==> config.mk <==
export PLATFORM = sky130hd
export DESIGN_NAME = spec_dfe_selector
export DESIGN_NICKNAME = d
export VERILOG_FILES = /design/src/rtl/spec_dfe_pkg.sv /design/src/rtl/spec_dfe_pam4_pick.sv /design/src/rtl/spec_dfe_nrz_pick.sv /design/src/rtl/spec_dfe_slice.sv /design/src/rtl/spec_dfe_selector.sv
export SDC_FILE = /design/constraint.sdc
export NUM_CORES = 1
export LEC_CHECK = 0
export ABC_AREA = 0
export BUFFER_PORTS_ARGS = -buffer_cell sky130_fd_sc_hd__buf_4
export CORE_MARGIN = 5
export CORE_UTILIZATION = 35
export DETAILED_ROUTE_END_ITERATION = 8
export SYNTH_ARGS = -nofsm -noshare
export SYNTH_HDL_FRONTEND = slang
export SYNTH_SLANG_ARGS = --single-unit
==> constraint.sdc <==
create_clock -name clk_i -period 6.8 [get_ports clk_i]
set_input_delay 1.36 -clock clk_i [delete_from_list [all_inputs] [get_ports clk_i]]
set_output_delay 1.36 -clock clk_i [all_outputs]
set_load 0.05 [all_outputs]
==> src/rtl/spec_dfe_pkg.sv <==
package spec_dfe_pkg;
  localparam int NCMP = 8;
  localparam int SYM_W = 2;
  localparam int PD_W = 3;
  localparam int HIST_W = 3;

  typedef enum logic {MODE_PAM4 = 1'b0, MODE_NRZ = 1'b1} dfe_mode_e;

  // level 0..3 to Gray code
  function automatic logic [1:0] lvl_to_gray(input logic [1:0] lvl);
    return {lvl[1], lvl[1] ^ lvl[0]};
  endfunction

  // thermometer (bit 0 lowest) to level; highest set bit wins
  function automatic logic [1:0] therm_to_lvl(input logic [2:0] t);
    if (t[2]) return 2'd3;
    if (t[1]) return 2'd2;
    if (t[0]) return 2'd1;
    return 2'd0;
  endfunction
endpackage

==> src/rtl/spec_dfe_pam4_pick.sv <==
module spec_dfe_pam4_pick
  import spec_dfe_pkg::*;
(
  input  logic [NCMP-1:0] cmp_i,
  input  logic [1:0]      prev_lvl_i,
  output logic [PD_W-1:0] therm_o,
  output logic [1:0]      lvl_o
);
  localparam int IDX_W = $clog2(NCMP);
  localparam int STEP  = 2;

  for (genvar j = 0; j < PD_W; j++) begin : g_tap
    logic [IDX_W-1:0] idx;
    assign idx        = IDX_W'(prev_lvl_i) + IDX_W'(STEP * j);
    assign therm_o[j] = cmp_i[idx];
  end

  assign lvl_o = therm_to_lvl(therm_o);
endmodule

==> src/rtl/spec_dfe_nrz_pick.sv <==
module spec_dfe_nrz_pick
  import spec_dfe_pkg::*;
(
  input  logic [NCMP-1:0]   cmp_i,
  input  logic [HIST_W-1:0] hist_i,
  output logic              bit_o
);
  assign bit_o = cmp_i[hist_i];
endmodule

==> src/rtl/spec_dfe_slice.sv <==
module spec_dfe_slice
  import spec_dfe_pkg::*;
(
  input  dfe_mode_e          mode_i,
  input  logic [NCMP-1:0]    cmp_i,
  input  logic [HIST_W-1:0]  hist_i,
  output logic [HIST_W-1:0]  hist_o,
  output logic [SYM_W-1:0]   sym_o,
  output logic [PD_W-1:0]    pd_o
);
  logic [PD_W-1:0] pam_therm;
  logic [1:0]      pam_lvl;
  logic            nrz_bit;

  spec_dfe_pam4_pick u_pam (
    .cmp_i      (cmp_i),
    .prev_lvl_i (hist_i[1:0]),
    .therm_o    (pam_therm),
    .lvl_o      (pam_lvl)
  );

  spec_dfe_nrz_pick u_nrz (
    .cmp_i  (cmp_i),
    .hist_i (hist_i),
    .bit_o  (nrz_bit)
  );

  always_comb begin
    if (mode_i == MODE_NRZ) begin
      hist_o = {hist_i[HIST_W-2:0], nrz_bit};
      sym_o  = {1'b0, nrz_bit};
      pd_o   = {{(PD_W-1){1'b0}}, nrz_bit};
    end else begin
      hist_o = {1'b0, pam_lvl};
      sym_o  = lvl_to_gray(pam_lvl);
      pd_o   = pam_therm;
    end
  end
endmodule

==> src/rtl/spec_dfe_selector.sv <==
module spec_dfe_selector
  import spec_dfe_pkg::*;
#(
  parameter int NSLICE = 4
) (
  input  logic                   clk_i,
  input  logic                   rst_i,
  input  logic                   mode_i,
  input  logic [NSLICE*8-1:0]    cmp_i,
  output logic [NSLICE*2-1:0]    sym_o,
  output logic [NSLICE*3-1:0]    pd_o
);
  localparam int CMP_BUS = NSLICE * NCMP;
  localparam int SYM_BUS = NSLICE * SYM_W;
  localparam int PD_BUS  = NSLICE * PD_W;

  dfe_mode_e          mode_q;
  logic [HIST_W-1:0]  hist_q;
  logic [HIST_W-1:0]  chain [NSLICE+1];
  logic [SYM_BUS-1:0] sym_d, sym_q;
  logic [PD_BUS-1:0]  pd_d, pd_q;
  logic [CMP_BUS-1:0] cmp_w;

  assign cmp_w    = cmp_i;
  assign chain[0] = hist_q;

  for (genvar g = 0; g < NSLICE; g++) begin : g_slice
    spec_dfe_slice u_slice (
      .mode_i (mode_q),
      .cmp_i  (cmp_w[g*NCMP +: NCMP]),
      .hist_i (chain[g]),
      .hist_o (chain[g+1]),
      .sym_o  (sym_d[g*SYM_W +: SYM_W]),
      .pd_o   (pd_d[g*PD_W +: PD_W])
    );
  end

  always_ff @(posedge clk_i) begin
    if (rst_i) begin
      mode_q <= dfe_mode_e'(mode_i);
      hist_q <= '0;
      sym_q  <= '0;
      pd_q   <= '0;
    end else begin
      hist_q <= chain[NSLICE];
      sym_q  <= sym_d;
      pd_q   <= pd_d;
    end
  end

  assign sym_o = sym_q;
  assign pd_o  = pd_q;
endmodule

; After elaboration in Yosys (flattened, before gate mapping)
; Cells that the tools add are included.
[classes]
n_addsub = 8
multipliers = 0
div = 0
magnitude_cmp = 16
n_eq_ne = 0
shift = 0
muxes = 92
n_bitwise = 5
n_reduce_logical = 2
[op_table]
columns = operator, count
row1 = 2-bit two-way mux, 25
row2 = 3-bit by 4-bit < comparator with 1-bit output (second input constant), 12
row3 = 1-bit two-way mux, 48
row4 = 1-bit binary-select mux with 3-bit select, 12
row5 = 2-bit by 4-bit < comparator with 1-bit output (second input constant), 4
row6 = 2-bit by 2-bit adder with 3-bit output (second input constant), 4
row7 = 2-bit by 3-bit adder with 3-bit output (second input constant), 4
row8 = 3-bit two-way mux, 3
row9 = 1-bit binary-select mux with 2-bit select, 4
row10 = 2-bit OR reduction, 2
row11 = 1-bit bitwise XOR, 4
row12 = 1-bit inverter, 1
[totals]
regBits = 24
latch_bits = 0
ram_bits = 0
mem_bits_ro = 0
inputBits = 35
output_inout_bits = 20
elab_cells = 130
mem_count = 0

; Longest topological paths before layout
; Gate-level depths: netlist of run 1.
[logic_depth]
depth_word = 45
depth_mapped = 17
mapped_depth_nobuf = 13

; Hierarchy
; A second synthesis of run 1 with hierarchy kept.
[unflattened]
cells_unflattened = 133
area_unflattened_um2 = 1600.3
[modules_own_cells]
columns = module, n_inst, cells_per_inst, area_each_um2, seq_area_each_um2
row1 = spec_dfe_selector, 1, 49, 699.4, 490.5
row2 = spec_dfe_pam4_pick, 4, 6, 85.1, 0.0
row3 = spec_dfe_slice, 4, 12, 76.3, 0.0
row4 = spec_dfe_nrz_pick, 4, 3, 63.8, 0.0

; Least setup slack after synthesis of run 1
; Ideal clock, no wire load.
[synth_path]
path_type = input port to flip-flop
from = input port cmp_i[3]
to = register hist_q[1]
setup_ns = 0.114
arrival_time_ns = 4.660
t_required_ns = 6.686
setup_slack_ns = 2.026
path_stages = 13
n_path_buf = 0
path_cell_list = mux4_2 -> mux2_4 -> nor2_8 -> a21oi_4 -> or3_1 -> and3_1 -> o31ai_1 -> or2_2 -> nor2_1 -> a22oi_2 -> mux4_2 -> o21a_1 -> a21o_1
[synth_via]
elab_chain_cells = 36
word_cells_on_any_way = 84
cone_classes = 6 x add/sub / 78 x mux
[synth_rtl]
columns = element, line_no
row1 = "start, declared", spec_dfe_selector.sv:9  ; input logic [NSLICE*8-1:0] cmp_i,
row2 = 1-bit binary-select mux with 2-bit select, spec_dfe_pam4_pick.sv:15  ; assign therm_o[j] = cmp_i[idx];
row3 = 1-bit two-way mux (implied by the code), spec_dfe_pam4_pick.sv:15
row4 = 1-bit two-way mux (2 in a row), spec_dfe_pkg.sv:18  ; if (t[0]) return 2'd1;
row5 = 1-bit two-way mux, spec_dfe_pkg.sv:17  ; if (t[1]) return 2'd2;
row6 = 2-bit two-way mux, spec_dfe_pkg.sv:19  ; return 2'd0;
row7 = 2-bit two-way mux, spec_dfe_pkg.sv:18
row8 = 2-bit two-way mux, spec_dfe_pkg.sv:17
row9 = 3-bit two-way mux *, spec_dfe_slice.sv:29  ; if (mode_i == MODE_NRZ) begin
row10 = (+19 left out), -
row11 = 1-bit binary-select mux with 3-bit select / 1-bit two-way mux (equally long branches), spec_dfe_pam4_pick.sv:15
row12 = 1-bit two-way mux (on tied branches), "spec_dfe_pam4_pick.sv:15, spec_dfe_pkg.sv:18"
row13 = 2-bit two-way mux / 1-bit two-way mux (equally long branches), "spec_dfe_pkg.sv:17, spec_dfe_pkg.sv:18"
row14 = 2-bit two-way mux / 1-bit two-way mux (equally long branches), "spec_dfe_pkg.sv:18, spec_dfe_pkg.sv:17"
row15 = 2-bit two-way mux, spec_dfe_pkg.sv:19
row16 = 2-bit two-way mux, spec_dfe_pkg.sv:18
row17 = 2-bit two-way mux, spec_dfe_pkg.sv:17
row18 = 2-bit two-way mux *, spec_dfe_slice.sv:29
row19 = "end signal, assigned", spec_dfe_selector.sv:45  ; hist_q <= chain[NSLICE];
row20 = "end, declared", spec_dfe_selector.sv:18  ; logic [HIST_W-1:0] hist_q;
; Every way passes the cells marked *; elsewhere a longest branch is shown, timed or not. The select of a mux whose other input is x is not followed.
; A chain may end at the register's enable or synchronous reset.

; Worst setup path after layout of run 1
[layout_path]
from = input port cmp_i[3]
to = register sym_q[6] (netlist: sym_o[6])
[layout_via]
elab_chain_cells = 37
word_cells_on_any_way = 87
cone_classes = 6 x add/sub / 80 x mux / 1 x bitwise
[layout_rtl]
columns = element, line_no
row1 = 1-bit binary-select mux with 2-bit select, spec_dfe_pam4_pick.sv:15
row2 = 1-bit two-way mux (implied by the code), spec_dfe_pam4_pick.sv:15
row3 = 1-bit two-way mux (2 in a row), spec_dfe_pkg.sv:18
row4 = 1-bit two-way mux, spec_dfe_pkg.sv:17
row5 = 2-bit two-way mux, spec_dfe_pkg.sv:19
row6 = 2-bit two-way mux, spec_dfe_pkg.sv:18
row7 = 2-bit two-way mux, spec_dfe_pkg.sv:17
row8 = 3-bit two-way mux *, spec_dfe_slice.sv:29
row9 = (+20 left out), -
row10 = 1-bit two-way mux (on tied branches), "spec_dfe_pam4_pick.sv:15, spec_dfe_pkg.sv:18"
row11 = 2-bit two-way mux / 1-bit two-way mux (equally long branches), "spec_dfe_pkg.sv:17, spec_dfe_pkg.sv:18"
row12 = 2-bit two-way mux / 1-bit two-way mux (equally long branches), "spec_dfe_pkg.sv:18, spec_dfe_pkg.sv:17"
row13 = 2-bit two-way mux, spec_dfe_pkg.sv:19
row14 = 2-bit two-way mux, spec_dfe_pkg.sv:18
row15 = 2-bit two-way mux, spec_dfe_pkg.sv:17
row16 = 1-bit bitwise XOR, spec_dfe_pkg.sv:11  ; return {lvl[1], lvl[1] ^ lvl[0]};
row17 = 1-bit two-way mux *, spec_dfe_slice.sv:29
row18 = "end signal, assigned", spec_dfe_selector.sv:46  ; sym_q <= sym_d;
row19 = "end, declared", spec_dfe_selector.sv:20  ; logic [SYM_BUS-1:0] sym_d, sym_q;
; Marked as above.

==> results.cfg, run 1 <==
[clock_network]
root_buffer = clkbuf_8
clock-sinks = 24
numCtsBuffers = 3
clk_pin_slew_ps = 80
hold_buffers = 0
postCtsSetupBuffers = 0
clk_latency_ps = 260
postCtsResizedCells = 0
htree_levels = 1
max-clock-path-buffers = 2
cts_tree = yes

[global_route]
first_global_vias = 1472
grt_pass1_wl_um = 7040
grtUsageTotal_pct = 13.9
grt_max_degree = 31
antenna_found_initial = 0
grt_overflow = 0

[detailed_routing]
wl_met1_um = 1980
dr.first_iter.drc_count = 105
vias = 1645
drc_errors = 0
dr_wl_met2_um = 2060
first_pass_iters = 4
antenna_left = 0
avgViaCountPerCell = 5.34
maxUsedRoutingLayer = met4
routedWlPerCell_um = 14.3
wl_um = 4400
met3_length_um = 303

[outcome]
status = completed

[yosys]
ys_ff_latch = 24
syn_avg_cell_area_um2 = 8.88
synth-compound-area-share_pct = 25.6
syn_inst = 192
synthesis.nets = 227
synth-xor-area-share_pct = 0
synth-edff-count = 1
async_flop_share_pct = 0
synthesis.area_um2 = 1700
synthAdderAreaFrac_pct = 0
synth_top_flop_cell = dfxtp_1
synth_cell_type_count = 51
seq_area_frac_synth_pct = 28.8
synth-simple-area-share_pct = 19.2
synth_top_family_by_area = compound AO/OA/AOI/OAI gates
yosys_warnings = 0
synth_mux_area_share_pct = 21.4

[placement]
placed_area_um2 = 2150
hpwl_um = 3430
port_buffers = 54
place_congestion = 0.844

[power]
vdd_drop_max_uv = 121
leakagePower_nw = 0.951
fin_total_pwr_mw = 1.03
powerDensity_nw_per_um2 = 468

[timing]
fmax_mhz = 200
period_share_pct = 73.5
worst_slew_pin_slew_ps = 857
slew_headroom_pct = 42.8
slew_violations = 0
period_needed_ps = 5000
hold_viol = 0
setup_viol = 0
rsz0062_at_grt = false
fin_skew_ps = 2.87
tns_ps = 0

[worst_setup_path]
setup.worst_path.class = primary input to flip-flop
reg2reg_depth = 13
crit_required_ps = 6940
r2r_slack_ps = 1990
crit_fanout = 5
r2r_start = hist_q[0]$_SDFF_PP0_
reg2reg_to = sym_o[6]$_SDFF_PP0_
cp-start-kind = primary input
end_kind = flip-flop
crit_arrival_ps = 5140

[hold_path]
hold_path_class = flip-flop to flip-flop
hold_path_end = hist_q[1]$_SDFF_PP0_
worstHoldPathCells = 2
min_from = mode_q$_DFFE_PP_

[floorplanning]
die_x_um = 79.8
ios = 55
rows = 25
dieArea_um2 = 6360
die_y_um = 79.8
start_util_pct = 36.1
core_um2 = 4720

[cells_and_area]
fillers = 454
fin_nets = 277
final_common_cell = buf_4
drive_gt1_share_pct = 33.2
antenna_cells = 0
regArea_um2 = 490
multiInputGateArea_um2 = 1130
final_area_um2 = 2210
area.growth.synth_to_final_pct = 29.4
final_cell_mix = 55 x buf_4, 23 x dfxtp_1, 19 x nor2_1
utilization_pct = 46.7

[run]
max_cap_violations = 0
## metrics by stage
stage | setup slack [ps] | hold WS (ps) | instances
finish | 1800 | 793 | 308
global route | 1630 | 850 | 308
CTS | 1820 | 799 | 308
detailed placement | 1540 | 779 | 304
global placement | 1550 | 771 | 304
floorplan | 2030 | 703 | 192
## registers in the layout, indices dropped and copies added, names as in the netlist
name	flops
sym_o	8
hist_q	3
pd_o	12
mode_q	1
## Yosys cell counts, drive strengths merged (3+ instances only)
| cell | n | area (um2) |
|---|---|---|
| or2 | 3 | 18.8 |
| a31oi | 5 | 31.3 |
| nor2 | 20 | 91.3 |
| mux2 | 7 | 86.3 |
| or3 | 4 | 25.0 |
| nand3 | 3 | 15.0 |
| dfxtp | 23 | 460 |
| nand2 | 15 | 56.3 |
| mux2i | 10 | 113 |
| nor2b | 3 | 18.8 |
| a21oi | 12 | 71.3 |
| o211ai | 3 | 22.5 |
| o32ai | 5 | 43.8 |
| o22ai | 5 | 31.3 |
| o221ai | 5 | 43.8 |
| o21a | 3 | 23.8 |
| a22oi | 4 | 35.0 |
| and2 | 4 | 25.0 |
| buf | 6 | 35.0 |
| mux4 | 7 | 165 |
| o21ai | 7 | 35.0 |
| inv | 10 | 37.5 |
| nor3 | 3 | 15.0 |
| clkbuf | 4 | 15.0 |
| nand4 | 3 | 18.8 |
## layout make-up
cell class                 count  area share (%)
tap                           67            3.80
sequential                    24            22.2
timing repair buffer          55            18.7
multi-input combinational    148            51.0
clock buffer                   4            2.50
inverter                      10            1.70
## power breakdown
part | internal, mW | switching [mW]
clock network | 0.0516 | 0.0428
logic | 0.294 | 0.419
registers | 0.185 | 0.0403
total | 0.531 | 0.502
## metal layers
| metal | track usage [%] | vias to the layer above |
|---|---|---|
| li1 | - | 836 |
| met4 | 5.07 | 0 |
| met1 | 19.1 | 744 |
| met3 | 1.81 | 4 |
| met5 | 0 | - |
| met2 | 22.3 | 61 |
## logic make-up (layout without fill, tap and decap cells)
group / after synthesis / after routing
AO/OA/AOI/OAI: 60 / 60
buffers and inverters: 20 / 69
flip-flops: 24 / 24
multiplexers: 24 / 24
AND/OR/NAND/NOR: 64 / 64
## worst max path at each step
stage | from | to | slack [ps]
global route | cmp_i[4] | sym_o[6]$_SDFF_PP0_ | 1630
finish | cmp_i[3] | sym_o[6]$_SDFF_PP0_ | 1800
floorplan | cmp_i[3] | hist_q[1]$_SDFF_PP0_ | 2030
detailed placement | cmp_i[3] | sym_o[6]$_SDFF_PP0_ | 1540
global placement | cmp_i[3] | sym_o[6]$_SDFF_PP0_ | 1550
CTS | cmp_i[3] | sym_o[6]$_SDFF_PP0_ | 1820
## critical path, stage by stage
cell,delay [ps]
buf_4,120
mux4_2,500
mux2_4,350
nor2_8,130
a21oi_4,70
or3_1,440
and3_1,240
o31ai_1,390
or2_2,200
nor2_1,40
a22oi_2,300
mux4_1,700
mux2i_1,180
o32ai_1,110
(Power assumes the default switching activity.)
==> run 2: changes to the inputs <==
ABC_AREA = 1   (was 0)
clock period = 4.7 ns   (was 6.8 ns; I/O delays follow)
==> run 2 against run 1 <==
Against the previous run:
- sequential share of layout area increased by 0.85 points
- utilization increased by 1.4 points
- non-clock buffer count decreased by 1
- hold slack got worse by 58 ps
- flip-flop and latch count unchanged
- die area decreased by 4.8%
- largest cell class unchanged
==> results.cfg, run 2 <==
[placement]
place_congestion = 0.880
placed_area_um2 = 2060
hpwl_um = 3050
port_buffers = 54

[worst_setup_path]
crit_arrival_ps = 3390
crit_slowest_cell = nand3_1
crit_fanout = 8
cpMostUsedCell = nand3_1
end_kind = flip-flop
crit_required_ps = 4850
path_delay_family = simple AND/OR/NAND/NOR gates
crit_chain = buf_4 -> nand2_1 -> nand3_1 -> nand3b_1 -> nand3_4 -> nand3_1 -> nand3_2 -> nand3b_2 -> nand3_4 -> nand2_4 -> nand2_1 -> nand3_1 -> nand3_1 -> nand3_4 -> nand2_4 -> nand2_1 -> nand3_1 -> nand2_1 -> nor2_1 -> nor2_1 -> a21oi_2
cp_slowest_stage_delay_ps = 190
cp-start-kind = primary input
setup.worst_path.class = primary input to flip-flop
critPathBufInv = 1

[timing]
slew_violations = 0
tns_ps = 0
period_needed_ps = 3240
hold_viol = 0
period_share_pct = 69.0
fmax_mhz = 309
slew_headroom_pct = 54.0
worst_slew_pin_slew_ps = 691
fin_skew_ps = 3.30
rsz0062_at_grt = false
setup_viol = 0

[floorplanning]
ios = 55
dieArea_um2 = 6060
start_util_pct = 36.5
die_y_um = 77.9
die_x_um = 77.9
rows = 24
core_um2 = 4410

[cells_and_area]
largest_register_ffs = 12
regArea_um2 = 490
drive_gt1_share_pct = 39.5
multiInputGateArea_um2 = 982
final_common_cell = buf_4
antenna_cells = 0
fin_nets = 312
area.growth.synth_to_final_pct = 31.8
fillers = 458
final_area_um2 = 2120
final_cell_mix = 54 x buf_4, 50 x nand2_1, 40 x nand3_1

[power]
seq_power_share_pct = 19.6
pwr-share-clk_pct = 10.3
internal_power_uw = 723
leakagePower_nw = 1.10
switching_share_pct = 54.6
powerDensity_nw_per_um2 = 750
net-switching-power_uw = 871
vdd_drop_max_uv = 345
combPwrFrac_pct = 70.1

[yosys]
syn_avg_cell_area_um2 = 7.26
synth_top_cell_by_area = dfxtp_1
synthesis.area_um2 = 1610
synthesis.nets = 257
syn_inst = 222
synth_top_flop_cell = dfxtp_1
yosys_warnings = 0
synth-edff-count = 1
synth_top_cell_area_share_pct = 28.6
synth_cell_type_count = 27
yosysMostFrequentCell = nand2_1
ys_ff_latch = 24
yosys-top-cells-area = dfxtp_1 29%, nand3_1 12%, nand2_1 12%
seq_area_frac_synth_pct = 30.4
synthTopCellsByCount = 50 x nand2_1, 40 x nand3_1, 23 x dfxtp_1, 23 x inv_1, 15 x nand2_2
async_flop_share_pct = 0

[clock_network]
clk_pin_slew_ps = 90
root_buffer = clkbuf_8
postCtsSetupBuffers = 0
numCtsBuffers = 3
htree_levels = 1
max-clock-path-buffers = 2
cts_tree = yes
clk_latency_ps = 270
hold_buffers = 0
postCtsResizedCells = 0
clock-sinks = 24

[hold_path]
hold_path_class = flip-flop to flip-flop

[global_route]
grt_max_degree = 15
first_global_vias = 1483
grtUsageTotal_pct = 12.9
grt_overflow = 0
grt_pass1_wl_um = 6510
antenna_found_initial = 0

[detailed_routing]
avgViaCountPerCell = 4.71
dr.first_iter.drc_count = 38
first_pass_iters = 4
vias = 1545
drc_errors = 0
wl_um = 3780
routedWlPerCell_um = 11.5
antenna_left = 0

[outcome]
status = completed

[run]
max_cap_violations = 0
==> run 2: changes by cell type in the layout (fill, tap and decap cells not counted), sizes merged, moves of 6 or more <==
cell / before / now
nand3b: 2 / 8
mux2i: 10 / 0
nand2: 15 / 70
mux4: 7 / 0
mux2: 7 / 0
inv: 10 / 30
nand3: 3 / 57
nor2: 20 / 14
==> run 2: kinds of logic after synthesis <==
family	share of synthesized area, %
flops	30.4
compound gates	6.83
simple gates	54.1
buf+inv	8.62
==> run 2: routing by layer <==
layer	track usage [%]	wire, um
met4	1.72	7
met5	0	0
met3	3.47	186
met1	16.4	1690
met2	22.3	1900
==> run 2: final timing paths <==
kind / slack (ps) / endpoint / startpoint / depth (start not counted)
max: 1460 / hist_q[0]$_SDFF_PP0_ / cmp_i[3] / 21
min: 730 / pd_o[2]$_SDFF_PP0_ / hist_q[1]$_SDFF_PP0_ / 3
max reg2reg: 1500 / hist_q[0]$_SDFF_PP0_ / mode_q$_DFFE_PP_ / 19
min reg2reg: 730 / pd_o[2]$_SDFF_PP0_ / hist_q[1]$_SDFF_PP0_ / 3
==> run 2: worst reg2reg max path: stages, from the launching register on <==
cell and delay, ps:
edfxtp_1 800, inv_2 280, nand3_4 200, nand2_4 90, nand2_2 80, nand3_2 80
nand3b_2 140, nand3_4 150, nand2_4 150, nand2_1 80, nand3_1 110, nand3_1 150
nand3_4 150, nand2_4 80, nand2_1 100, nand3_1 100, nand2_1 100, nor2_1 50
nor2_1 130, a21oi_2 40
==> run 2: cell type report <==
class	count	share of cell area, %
flip-flops and latches	24	23.1
clock buffers	4	3.12
well taps	52	3.06
inverters	30	5.42
repair buffers	54	19.1
multi-input cells	164	46.2
==> run 2: power by group through the flow <==
stage          clock (mW)  sequential, mW  combinational, mW
2_1_floorplan           0           0.496              0.717
3_3_place_gp            0           0.319               1.12
3_5_place_dp            0           0.318               1.12
4_1_cts             0.165           0.314               1.12
5_1_grt             0.175           0.321               1.25
6_report            0.164           0.312               1.12
==> run 2: metrics by stage <==
step / utilization [%] / hold WS, ps / power (mW) / setup slack (ps) / instances
floorplan: - / 637 / 1.21 / 1680 / 222
global placement: 46.6 / 709 / 1.44 / 1220 / 324
detailed placement: 46.6 / 704 / 1.44 / 1200 / 324
CTS: 48.1 / 724 / 1.60 / 1440 / 328
global route: 48.1 / 770 / 1.74 / 1110 / 328
finish: 48.1 / 735 / 1.59 / 1460 / 328
==> run 3: changes to the inputs <==
clock period = 3.21 ns   (was 4.7 ns; I/O delays follow)
==> run 3 against run 2 <==
Against the previous run:
- first-iteration DRC count up 74%
- cell count up 0.30%
- design area is 0.59% higher
- utilization grew 0.28 points
- sequential power rose by 48%
- critical path type unchanged
- largest cell class unchanged
- highest routed layer unchanged
==> results.cfg, run 3 (same netlist as run 2, synthesis figures left out) <==
[detailed_routing]
antenna_left = 0
routedWlPerCell_um = 11.4
dr.first_iter.drc_count = 66
wl_um = 3740
avgViaCountPerCell = 4.68
vias = 1540
first_pass_iters = 4
drc_errors = 0

[floorplanning]
die_y_um = 77.9
die_x_um = 77.9
rows = 24
dieArea_um2 = 6060
ios = 55
core_um2 = 4410
start_util_pct = 36.5

[power]
powerDensity_nw_per_um2 = 1090
leakagePower_nw = 1.10
vdd_drop_max_uv = 400
fin_total_pwr_mw = 2.32

[clock_network]
postCtsResizedCells = 0
htree_levels = 1
max-clock-path-buffers = 2
numCtsBuffers = 3
postCtsSetupBuffers = 0
clock-sinks = 24
clk_latency_ps = 260
cts_tree = yes
clk_pin_slew_ps = 80
root_buffer = clkbuf_8
hold_buffers = 0

[hold_path]
hold_path_class = primary input to flip-flop

[timing]
hold_slack_ps = 557
hold_viol = 0
slew_violations = 0
fmax_mhz = 349
rsz0062_at_grt = false
slew_headroom_pct = 72.1
period_needed_ps = 2860
tns_ps = 0
worst_slew_pin_slew_ps = 419
fin_skew_ps = 1.09
setup_viol = 0
period_share_pct = 89.2

[worst_setup_path]
crit_required_ps = 3360
setup.worst_path.class = primary input to flip-flop
crit_arrival_ps = 3010
crit_fanout = 8
end_kind = flip-flop
cp-start-kind = primary input

[global_route]
first_global_vias = 1540
antenna_found_initial = 0
grt_pass1_wl_um = 6640
grt_overflow = 0
grt_max_degree = 15
grtUsageTotal_pct = 13.1

[cells_and_area]
final_cell_mix = 55 x buf_4, 50 x nand2_1, 40 x nand3_1
area.growth.synth_to_final_pct = 32.6
antenna_cells = 0
fin_nets = 313
drive_gt1_share_pct = 40.4
largest_register_ffs = 12
final_area_um2 = 2140
final_common_cell = buf_4
fin_cells = 329

[placement]
hpwl_um = 3130
dpl.cell_count = 325
placed_area_um2 = 2070
place_congestion = 0.892
port_buffers = 54

[outcome]
status = completed

[run]
max_cap_violations = 0
==> run 3: layer usage <==
metal / up-vias / track usage [%] / share of wire (%)
li1: 835 / - / -
met1: 674 / 16.1 / 45
met2: 29 / 23.7 / 50
met3: 2 / 2.78 / 4.9
met4: 0 / 1.55 / 0.27
met5: - / 0 / 0
==> run 3: layout make-up <==
| type | count | area, um2 |
|---|---|---|
| Tap cell | 52 | 65.1 |
| Sequential cell | 24 | 495 |
| Timing Repair Buffer | 55 | 413 |
| Fill cell | 444 | 2280 |
| Inverter | 30 | 115 |
| Clock buffer | 4 | 66.3 |
| Multi-Input combinational cell | 164 | 982 |
==> run 3: stage by stage <==
stage          utilization (%)  setup WS (ps)
3_5_place_dp              46.8           68.8
4_1_cts                   48.3            184
2_1_floorplan                -            485
6_report                  48.4            346
5_1_grt                   48.4           3.60
3_3_place_gp              46.8           39.3
==> run 3: power by group <==
| part | internal, mW | leakage, nW | switching [mW] |
|---|---|---|---|
| combinational | 0.526 | 0.869 | 1.10 |
| sequential | 0.405 | 0.201 | 0.0572 |
| clock | 0.135 | 0.0339 | 0.0966 |
| total | 1.07 | 1.10 | 1.25 |
==> run 3: critical path, cell delays in order <==
cell,delay (ps)
buf_4,110
nand2_1,80
nand3_1,90
nand3b_1,160
nand3_4,160
nand3_1,170
nand3_2,110
nand3b_2,140
nand3_4,150
nand2_4,130
nand2_1,70
nand3_1,110
nand3_1,160
nand3_4,160
nand2_4,70
nand2_1,90
nand3_1,100
nand2_1,100
nor2_1,50
nor2_1,120
a21oi_2,40
==> run 3: final timing paths <==
| check | cells past startpoint | slack [ps] | end | start |
|---|---|---|---|---|
| max reg2reg | 18 | 360 | hist_q[0]$_SDFF_PP0_ | mode_q$_DFFE_PP_ |
| min | 1 | 560 | mode_q$_DFFE_PP_ | mode_i |
| max | 21 | 350 | hist_q[0]$_SDFF_PP0_ | cmp_i[3] |
| min reg2reg | 3 | 680 | pd_o[2]$_SDFF_PP0_ | hist_q[1]$_SDFF_PP0_ |
